File: config.mk
export PLATFORM = sky130hd
export DESIGN_NAME = stk_timer
export DESIGN_NICKNAME = d
export VERILOG_FILES = /design/src/rtl/stk_pkg.sv /design/src/rtl/stk_regs.sv /design/src/rtl/stk_core.sv /design/src/rtl/stk_rdmux.sv /design/src/rtl/stk_timer.sv
export SDC_FILE = /design/constraint.sdc
export NUM_CORES = 1
export LEC_CHECK = 0
export BUFFER_PORTS_ARGS = -buffer_cell sky130_fd_sc_hd__buf_2
export CORE_UTILIZATION = 49
export CTS_CLUSTER_SIZE = 14
export DETAILED_ROUTE_END_ITERATION = 8
export GPL_TIMING_DRIVEN = 0
export PLACE_DENSITY = 0.76
export SKIP_LAST_GASP = 1
export SLEW_MARGIN = 25
export SYNTH_ARGS = -nofsm -noshare
export SYNTH_HDL_FRONTEND = slang
export SYNTH_SLANG_ARGS = --single-unit
export TNS_END_PERCENT = 30
File: constraint.sdc
create_clock -name clk -period 2.1 [get_ports clk]
set_input_delay 0.105 -clock clk [delete_from_list [all_inputs] [get_ports clk]]
set_output_delay 0.105 -clock clk [all_outputs]
set_load 0.05 [all_outputs]
File: src/rtl/stk_pkg.sv
// Package: shared parameters and register decode constants for the tick counter.
// Assumes word addressing on a two-bit address bus.
package stk_pkg;
    localparam int STK_CNT_W  = 24;
    localparam int STK_DATA_W = 32;
    localparam int STK_ADDR_W = 2;

    // Word addresses of the three registers.
    typedef enum logic [STK_ADDR_W-1:0] {
        REG_CTRL   = 2'd0,
        REG_RELOAD = 2'd1,
        REG_COUNT  = 2'd2,
        REG_NONE   = 2'd3
    } stk_reg_e;

    // Field positions inside the control/status word.
    localparam int CTRL_RUN_BIT  = 0;
    localparam int CTRL_IE_BIT   = 1;
    localparam int CTRL_FLAG_BIT = 16;
endpackage

File: src/rtl/stk_regs.sv
// Module: register file of the tick counter.
// Holds enable, interrupt enable, reload value and the sticky wrap flag,
// and decodes the side effects of bus accesses (count clear, flag clear).
// Assumes one access per cycle, qualified by sel.
module stk_regs
    import stk_pkg::*;
#(
    parameter int CNT_W  = STK_CNT_W,
    parameter int DATA_W = STK_DATA_W,
    parameter int ADDR_W = STK_ADDR_W
) (
    input  logic              clk,
    input  logic              rst_n,
    input  logic              sel,
    input  logic              wr,
    input  logic [ADDR_W-1:0] addr,
    input  logic [DATA_W-1:0] wdata,
    input  logic              wrap,
    output logic              run,
    output logic              ie,
    output logic [CNT_W-1:0]  reload,
    output logic              flag,
    output logic              cnt_clr
);
    logic ctrl_wr;
    logic ctrl_rd;
    logic reload_wr;

    // Decode the strobes of the current access.
    always_comb begin
        ctrl_wr   = sel && wr  && (addr == REG_CTRL);
        ctrl_rd   = sel && !wr && (addr == REG_CTRL);
        reload_wr = sel && wr  && (addr == REG_RELOAD);
        cnt_clr   = sel && wr  && (addr == REG_COUNT);
    end

    // Control bits: software-written enable and interrupt enable.
    always_ff @(posedge clk) begin
        if (!rst_n) begin
            run <= 1'b0;
            ie  <= 1'b0;
        end else if (ctrl_wr) begin
            run <= wdata[CTRL_RUN_BIT];
            ie  <= wdata[CTRL_IE_BIT];
        end
    end

    // Reload value: keeps the low CNT_W bits of a write.
    always_ff @(posedge clk) begin
        if (!rst_n) begin
            reload <= '0;
        end else if (reload_wr) begin
            reload <= wdata[CNT_W-1:0];
        end
    end

    // Sticky wrap flag: a wrap wins over a clear by status read or count write.
    always_ff @(posedge clk) begin
        if (!rst_n) begin
            flag <= 1'b0;
        end else if (wrap) begin
            flag <= 1'b1;
        end else if (ctrl_rd || cnt_clr) begin
            flag <= 1'b0;
        end
    end

    // a wrap always leaves the flag set.
    a_r5_flag_on_wrap: assert property (@(posedge clk) disable iff (!rst_n)
        wrap |=> flag);

    // without a clear source the flag is sticky.
    a_r5_flag_sticky: assert property (@(posedge clk) disable iff (!rst_n)
        (flag && !ctrl_rd && !cnt_clr) |=> flag);

    // a status read with no wrap clears the flag.
    a_r6_read_clears: assert property (@(posedge clk) disable iff (!rst_n)
        (ctrl_rd && !wrap) |=> !flag);
endmodule

File: src/rtl/stk_core.sv
// Module: the counting datapath of the tick counter.
// Decrements while enabled, reloads at zero, and reports the step from one
// to zero as a wrap. Registers the tick interrupt pulse.
// Assumes cnt_clr has priority over counting.
module stk_core #(
    parameter int CNT_W = 24
) (
    input  logic             clk,
    input  logic             rst_n,
    input  logic             run,
    input  logic             ie,
    input  logic             cnt_clr,
    input  logic [CNT_W-1:0] reload,
    output logic [CNT_W-1:0] cnt,
    output logic             wrap,
    output logic             tick
);
    localparam logic [CNT_W-1:0] ONE = {{(CNT_W-1){1'b0}}, 1'b1};

    // Wrap event: an enabled step from one down to zero.
    always_comb begin
        wrap = run && !cnt_clr && (cnt == ONE);
    end

    // Counter: clear, reload at zero, otherwise decrement while enabled.
    always_ff @(posedge clk) begin
        if (!rst_n) begin
            cnt <= '0;
        end else if (cnt_clr) begin
            cnt <= '0;
        end else if (run) begin
            if (cnt == '0) begin
                cnt <= reload;
            end else begin
                cnt <= cnt - ONE;
            end
        end
    end

    // Tick pulse: one cycle after a wrap when interrupts are enabled.
    always_ff @(posedge clk) begin
        if (!rst_n) begin
            tick <= 1'b0;
        end else begin
            tick <= wrap && ie;
        end
    end

    // a stopped counter holds.
    a_r2_hold: assert property (@(posedge clk) disable iff (!rst_n)
        (!run && !cnt_clr) |=> $stable(cnt));

    // an enabled nonzero count steps down by one.
    a_r3_step: assert property (@(posedge clk) disable iff (!rst_n)
        (run && !cnt_clr && cnt != '0) |=> (cnt == $past(cnt) - ONE));

    // an enabled zero count takes the reload value.
    a_r4_reload: assert property (@(posedge clk) disable iff (!rst_n)
        (run && !cnt_clr && cnt == '0) |=> (cnt == $past(reload)));

    // a count write leaves zero.
    a_r7_clear: assert property (@(posedge clk) disable iff (!rst_n)
        cnt_clr |=> (cnt == '0));

    // the tick lasts one cycle and only follows a wrap.
    a_r8_one_cycle: assert property (@(posedge clk) disable iff (!rst_n)
        tick |=> !tick);
    a_r8_after_wrap: assert property (@(posedge clk) disable iff (!rst_n)
        $rose(tick) |-> (cnt == '0));

    // zero reload keeps an idle zero count and raises no wrap.
    a_r9_zero_idle: assert property (@(posedge clk) disable iff (!rst_n)
        (cnt == '0 && reload == '0 && !cnt_clr) |=> (cnt == '0 && !wrap));
endmodule

File: src/rtl/stk_rdmux.sv
// Module: read-data selection for the tick counter registers.
// Combinational; returns zero when no read is strobed or for an unused address.
module stk_rdmux
    import stk_pkg::*;
#(
    parameter int CNT_W  = STK_CNT_W,
    parameter int DATA_W = STK_DATA_W,
    parameter int ADDR_W = STK_ADDR_W
) (
    input  logic              sel,
    input  logic              wr,
    input  logic [ADDR_W-1:0] addr,
    input  logic              run,
    input  logic              ie,
    input  logic              flag,
    input  logic [CNT_W-1:0]  reload,
    input  logic [CNT_W-1:0]  cnt,
    output logic [DATA_W-1:0] rdata
);
    localparam int PAD_W = DATA_W - CNT_W;

    // Select and zero-extend the addressed register.
    always_comb begin
        rdata = '0;
        if (sel && !wr) begin
            case (addr)
                REG_CTRL: begin
                    rdata[CTRL_RUN_BIT]  = run;
                    rdata[CTRL_IE_BIT]   = ie;
                    rdata[CTRL_FLAG_BIT] = flag;
                end
                REG_RELOAD: rdata = {{PAD_W{1'b0}}, reload};
                REG_COUNT:  rdata = {{PAD_W{1'b0}}, cnt};
                default:    rdata = '0;
            endcase
        end
    end
endmodule

File: src/rtl/stk_timer.sv
// Module: top of the system tick down counter.
// Connects the register file, counting core and read mux.
// Assumes a synchronous active-low reset and single-cycle register accesses.
module stk_timer
    import stk_pkg::*;
#(
    parameter int CNT_W  = STK_CNT_W,
    parameter int DATA_W = STK_DATA_W,
    parameter int ADDR_W = STK_ADDR_W
) (
    input  logic              clk,
    input  logic              rst_n,
    input  logic              bus_sel,
    input  logic              bus_wr,
    input  logic [ADDR_W-1:0] bus_addr,
    input  logic [DATA_W-1:0] bus_wdata,
    output logic [DATA_W-1:0] bus_rdata,
    output logic              tick_irq
);
    logic             run;
    logic             ie;
    logic             flag;
    logic             cnt_clr;
    logic             wrap;
    logic [CNT_W-1:0] reload;
    logic [CNT_W-1:0] cnt;

    stk_regs #(.CNT_W(CNT_W), .DATA_W(DATA_W), .ADDR_W(ADDR_W)) u_regs (
        .clk     (clk),
        .rst_n   (rst_n),
        .sel     (bus_sel),
        .wr      (bus_wr),
        .addr    (bus_addr),
        .wdata   (bus_wdata),
        .wrap    (wrap),
        .run     (run),
        .ie      (ie),
        .reload  (reload),
        .flag    (flag),
        .cnt_clr (cnt_clr)
    );

    stk_core #(.CNT_W(CNT_W)) u_core (
        .clk     (clk),
        .rst_n   (rst_n),
        .run     (run),
        .ie      (ie),
        .cnt_clr (cnt_clr),
        .reload  (reload),
        .cnt     (cnt),
        .wrap    (wrap),
        .tick    (tick_irq)
    );

    stk_rdmux #(.CNT_W(CNT_W), .DATA_W(DATA_W), .ADDR_W(ADDR_W)) u_rdmux (
        .sel     (bus_sel),
        .wr      (bus_wr),
        .addr    (bus_addr),
        .run     (run),
        .ie      (ie),
        .flag    (flag),
        .reload  (reload),
        .cnt     (cnt),
        .rdata   (bus_rdata)
    );

    // the tick output is low in the cycle after reset.
    a_r1_tick_reset: assert property (@(posedge clk)
        $past(!rst_n) |-> !tick_irq);
endmodule

==> results.yml <==
run_status:
  status: "complete, no violations"
synthesis:
  yosys_warnings: 0
  seq_area_frac_synth: 0.332
  synth-adder-area-share: 0.0279
  synth_top_area_cell: "dfxtp_1"
  yosysTopAreaCellShare: 0.332
  muxShareOfSynthArea: 0.0566
  synthArstFlopShare: 0
  synth_area_leaders: "dfxtp_1 33%, nand2_1 7.7%, a21boi_0 5.7%"
  syn_area_um2: 3140
  synth_ff_type: "dfxtp_1"
  synth_top_family_by_area: "simple AND/OR/NAND/NOR gates"
  synth.distinct_cells: 51
  syn-mean-instance-area_um2: 7.85
  synth-edff-count: 0
  synth_xor_area_frac: 0
  synth-seq-cells: 52
  yosys.area_share.simple: 0.257
  synth_compound_area_frac: 0.250
  syn_inst: 400
die:
  die_x_um: 82.0
  dieArea_um2: 6730
  chipHeight_um: 82.0
  core_um2: 6060
  ios: 71
  start_util: 0.518
  fp-row-count: 28
sta:
  tightest_slew_ns: 0.577
  fin_skew_ns: 0.0125
  period_needed_ns: 2.04
  finalHoldViolCount: 0
  rsz0062_at_grt: "true"
  setup_viol: 0
  timing.final.max_slew_violations: 0
  hold_slack_ns: 0.0208
  min_period_over_period: 0.970
  max-slew-margin-rel: 0.615
  fmax_mhz: 491
  finalSetupTns_ns: 0
layout:
  area_delta_synth_final_pct: 20.9
  insertedDiodeCount: 0
  mostFrequentLayoutCells: "64 x nand2_1, 55 x buf_2, 49 x dfxtp_1"
  stdcell_area_um2: 3790
  fin_nets: 522
  drive_gt1_frac: 0.238
  layout_commonest_cell: "nand2_1"
worst_setup_path:
  path_max_fanout: 10
  crit_type: "flop to flop"
  crit_path_end_kind: "flop"
  reg2reg_depth: 6
  required_ns: 2.31
  r2r_end: "u_core.cnt[20]"
  arrival_ns: 2.25
  rrSetupSlack_ns: 0.06
  r2r_start: "u_core.cnt[7]"
  start_kind: "flop"
worst_hold_path:
  min-delay-start: "bus_wdata[3]"
  hold_end: "u_regs.reload[3]"
  hold_class: "primary input to flop"
  hold_depth: 3
grt:
  antenna_found_initial: 0
  grt_usage: 0.284
  grt_pass1_vias: 2970
  grt-ovfl-total: 0
  grt_pass1_wl_um: 14500
  grt_max_degree: 16
routing:
  vias_per_cell: 6.01
  drt_iter0_drc: 346
  drtPass1Iterations: 5
  wl_per_cell_um: 16.5
  antenna_left: 0
  dr_total_vias: 3321
  route.detailed.drc: 0
  drt_wl_total_um: 9120
pwr:
  seq_power_share: 0.333
  power.share.clock: 0.242
  p_int_mw: 2.05
  p_sw_mw: 1.13
  power.leakage_nw: 1.53
  combPwrFrac: 0.425
  swShare: 0.355
  vdd_drop_max_mv: 0.406
  p_per_area_nw_per_um2: 840
  total_power_mw: 3.19
placement:
  place_area_um2: 3530
  hpwlAfterDp_um: 6400
  io_buffers: 54
  globalplace.congestion: 0.965
clocking:
  cts_buffer_depth: 2
  cts_tree: "yes"
  root_buffer: "clkbuf_8"
  clock_latency_ns: 0.32
  cts_hold_buf: 0
  numClockSinks: 52
  htree_levels: 2
  cts_buffers: 5
  clk_pin_slew_ns: 0.10
flow_run:
  max_cap_violations: 0
[flip-flops by register name (all words and copies together) (netlist names)]
signal,cells
u_regs.flag,1
u_core.tick,1
u_core.cnt,24
u_regs.run,1
u_regs.reload,24
u_regs.ie,1
[power groups by stage]
stage | Sequential [mW] | Clock (mW) | Combinational [mW]
2_1_floorplan | 1.07 | 0 | 0.873
3_3_place_gp | 1.08 | 0 | 1.12
3_5_place_dp | 1.08 | 0 | 1.13
4_1_cts | 1.06 | 0.768 | 1.24
5_1_grt | 1.07 | 0.804 | 1.45
6_report | 1.06 | 0.770 | 1.35
[metrics by stage]
stage / cells / worst slack, ns / util
finish: 553 / 0.0630 / 0.626
global route: 553 / -0.0594 / 0.626
CTS: 551 / 0.0000193 / 0.616
detailed placement: 536 / -0.357 / 0.582
global placement: 536 / -0.375 / 0.582
floorplan: 407 / 0.0155 / -
[critical path, stage by stage (launching register included)]
cell,delay (ns)
dfxtp_1,0.39
nor4_4,0.43
buf_6,0.20
nand3_1,0.14
nor2_4,0.21
mux2_2,0.36
a32o_1,0.19
[cell usage after synthesis (all sizes together) (4+ instances only)]
master  number
mux2         8
inv         10
nor2b        4
a22oi       23
nor2        45
clkbuf      25
buf         15
dfxtp       52
o22ai        6
nor4         8
a32o         8
ha           7
nand4        6
mux2i        8
a21boi      24
nand3       15
a21oi        8
nor3         9
a211oi       4
o21ai       16
nand2       64
[cell families (layout without fill, tap and decap cells)]
kind of cell	after synthesis	count (layout)
buf+inv	50	121
compound gates	108	108
mux	16	16
flops	52	52
other cells	1	8
fa+ha+maj	7	7
simple gates	166	166
[layout make-up]
class,count,area [um^2]
flip-flops and latches,52,1050
fillers,561,2270
clock inverters,1,30.0
plain buffers,36,203
repair buffers,67,368
multi-input cells,305,1920
clock buffers,7,96.3
well taps,75,93.8
inverters,10,37.5
[worst max-delay path by stage]
stage	startpoint	endpoint	slack, ns	cells past startpoint
after floorplan	u_core.cnt[10]	u_core.cnt[20]	0.02	7
after global placement	u_core.cnt[16]	u_core.cnt[20]	-0.38	7
after detailed placement	u_core.cnt[10]	u_core.cnt[20]	-0.36	7
after CTS	u_core.cnt[5]	u_core.cnt[19]	0.00002	6
after global routing	u_core.cnt[7]	u_core.cnt[16]	-0.06	6
final	u_core.cnt[7]	u_core.cnt[20]	0.06	6
[layer usage]
layer | up-vias | wire, um | global-route usage
met5 | - | 0 | 0
met4 | 0 | 124 | 0.0895
met3 | 17 | 688 | 0.0456
met2 | 180 | 4290 | 0.456
met1 | 1543 | 4020 | 0.388
li1 | 1581 | - | -
[timing repair]
action,4_1_cts,5_1_grt
setup endpoints to repair,19,20
gates resized for setup,5,20
pin swaps,6,6
setup buffers,7,6
Note: power is estimated with default switching activity, not from simulation.
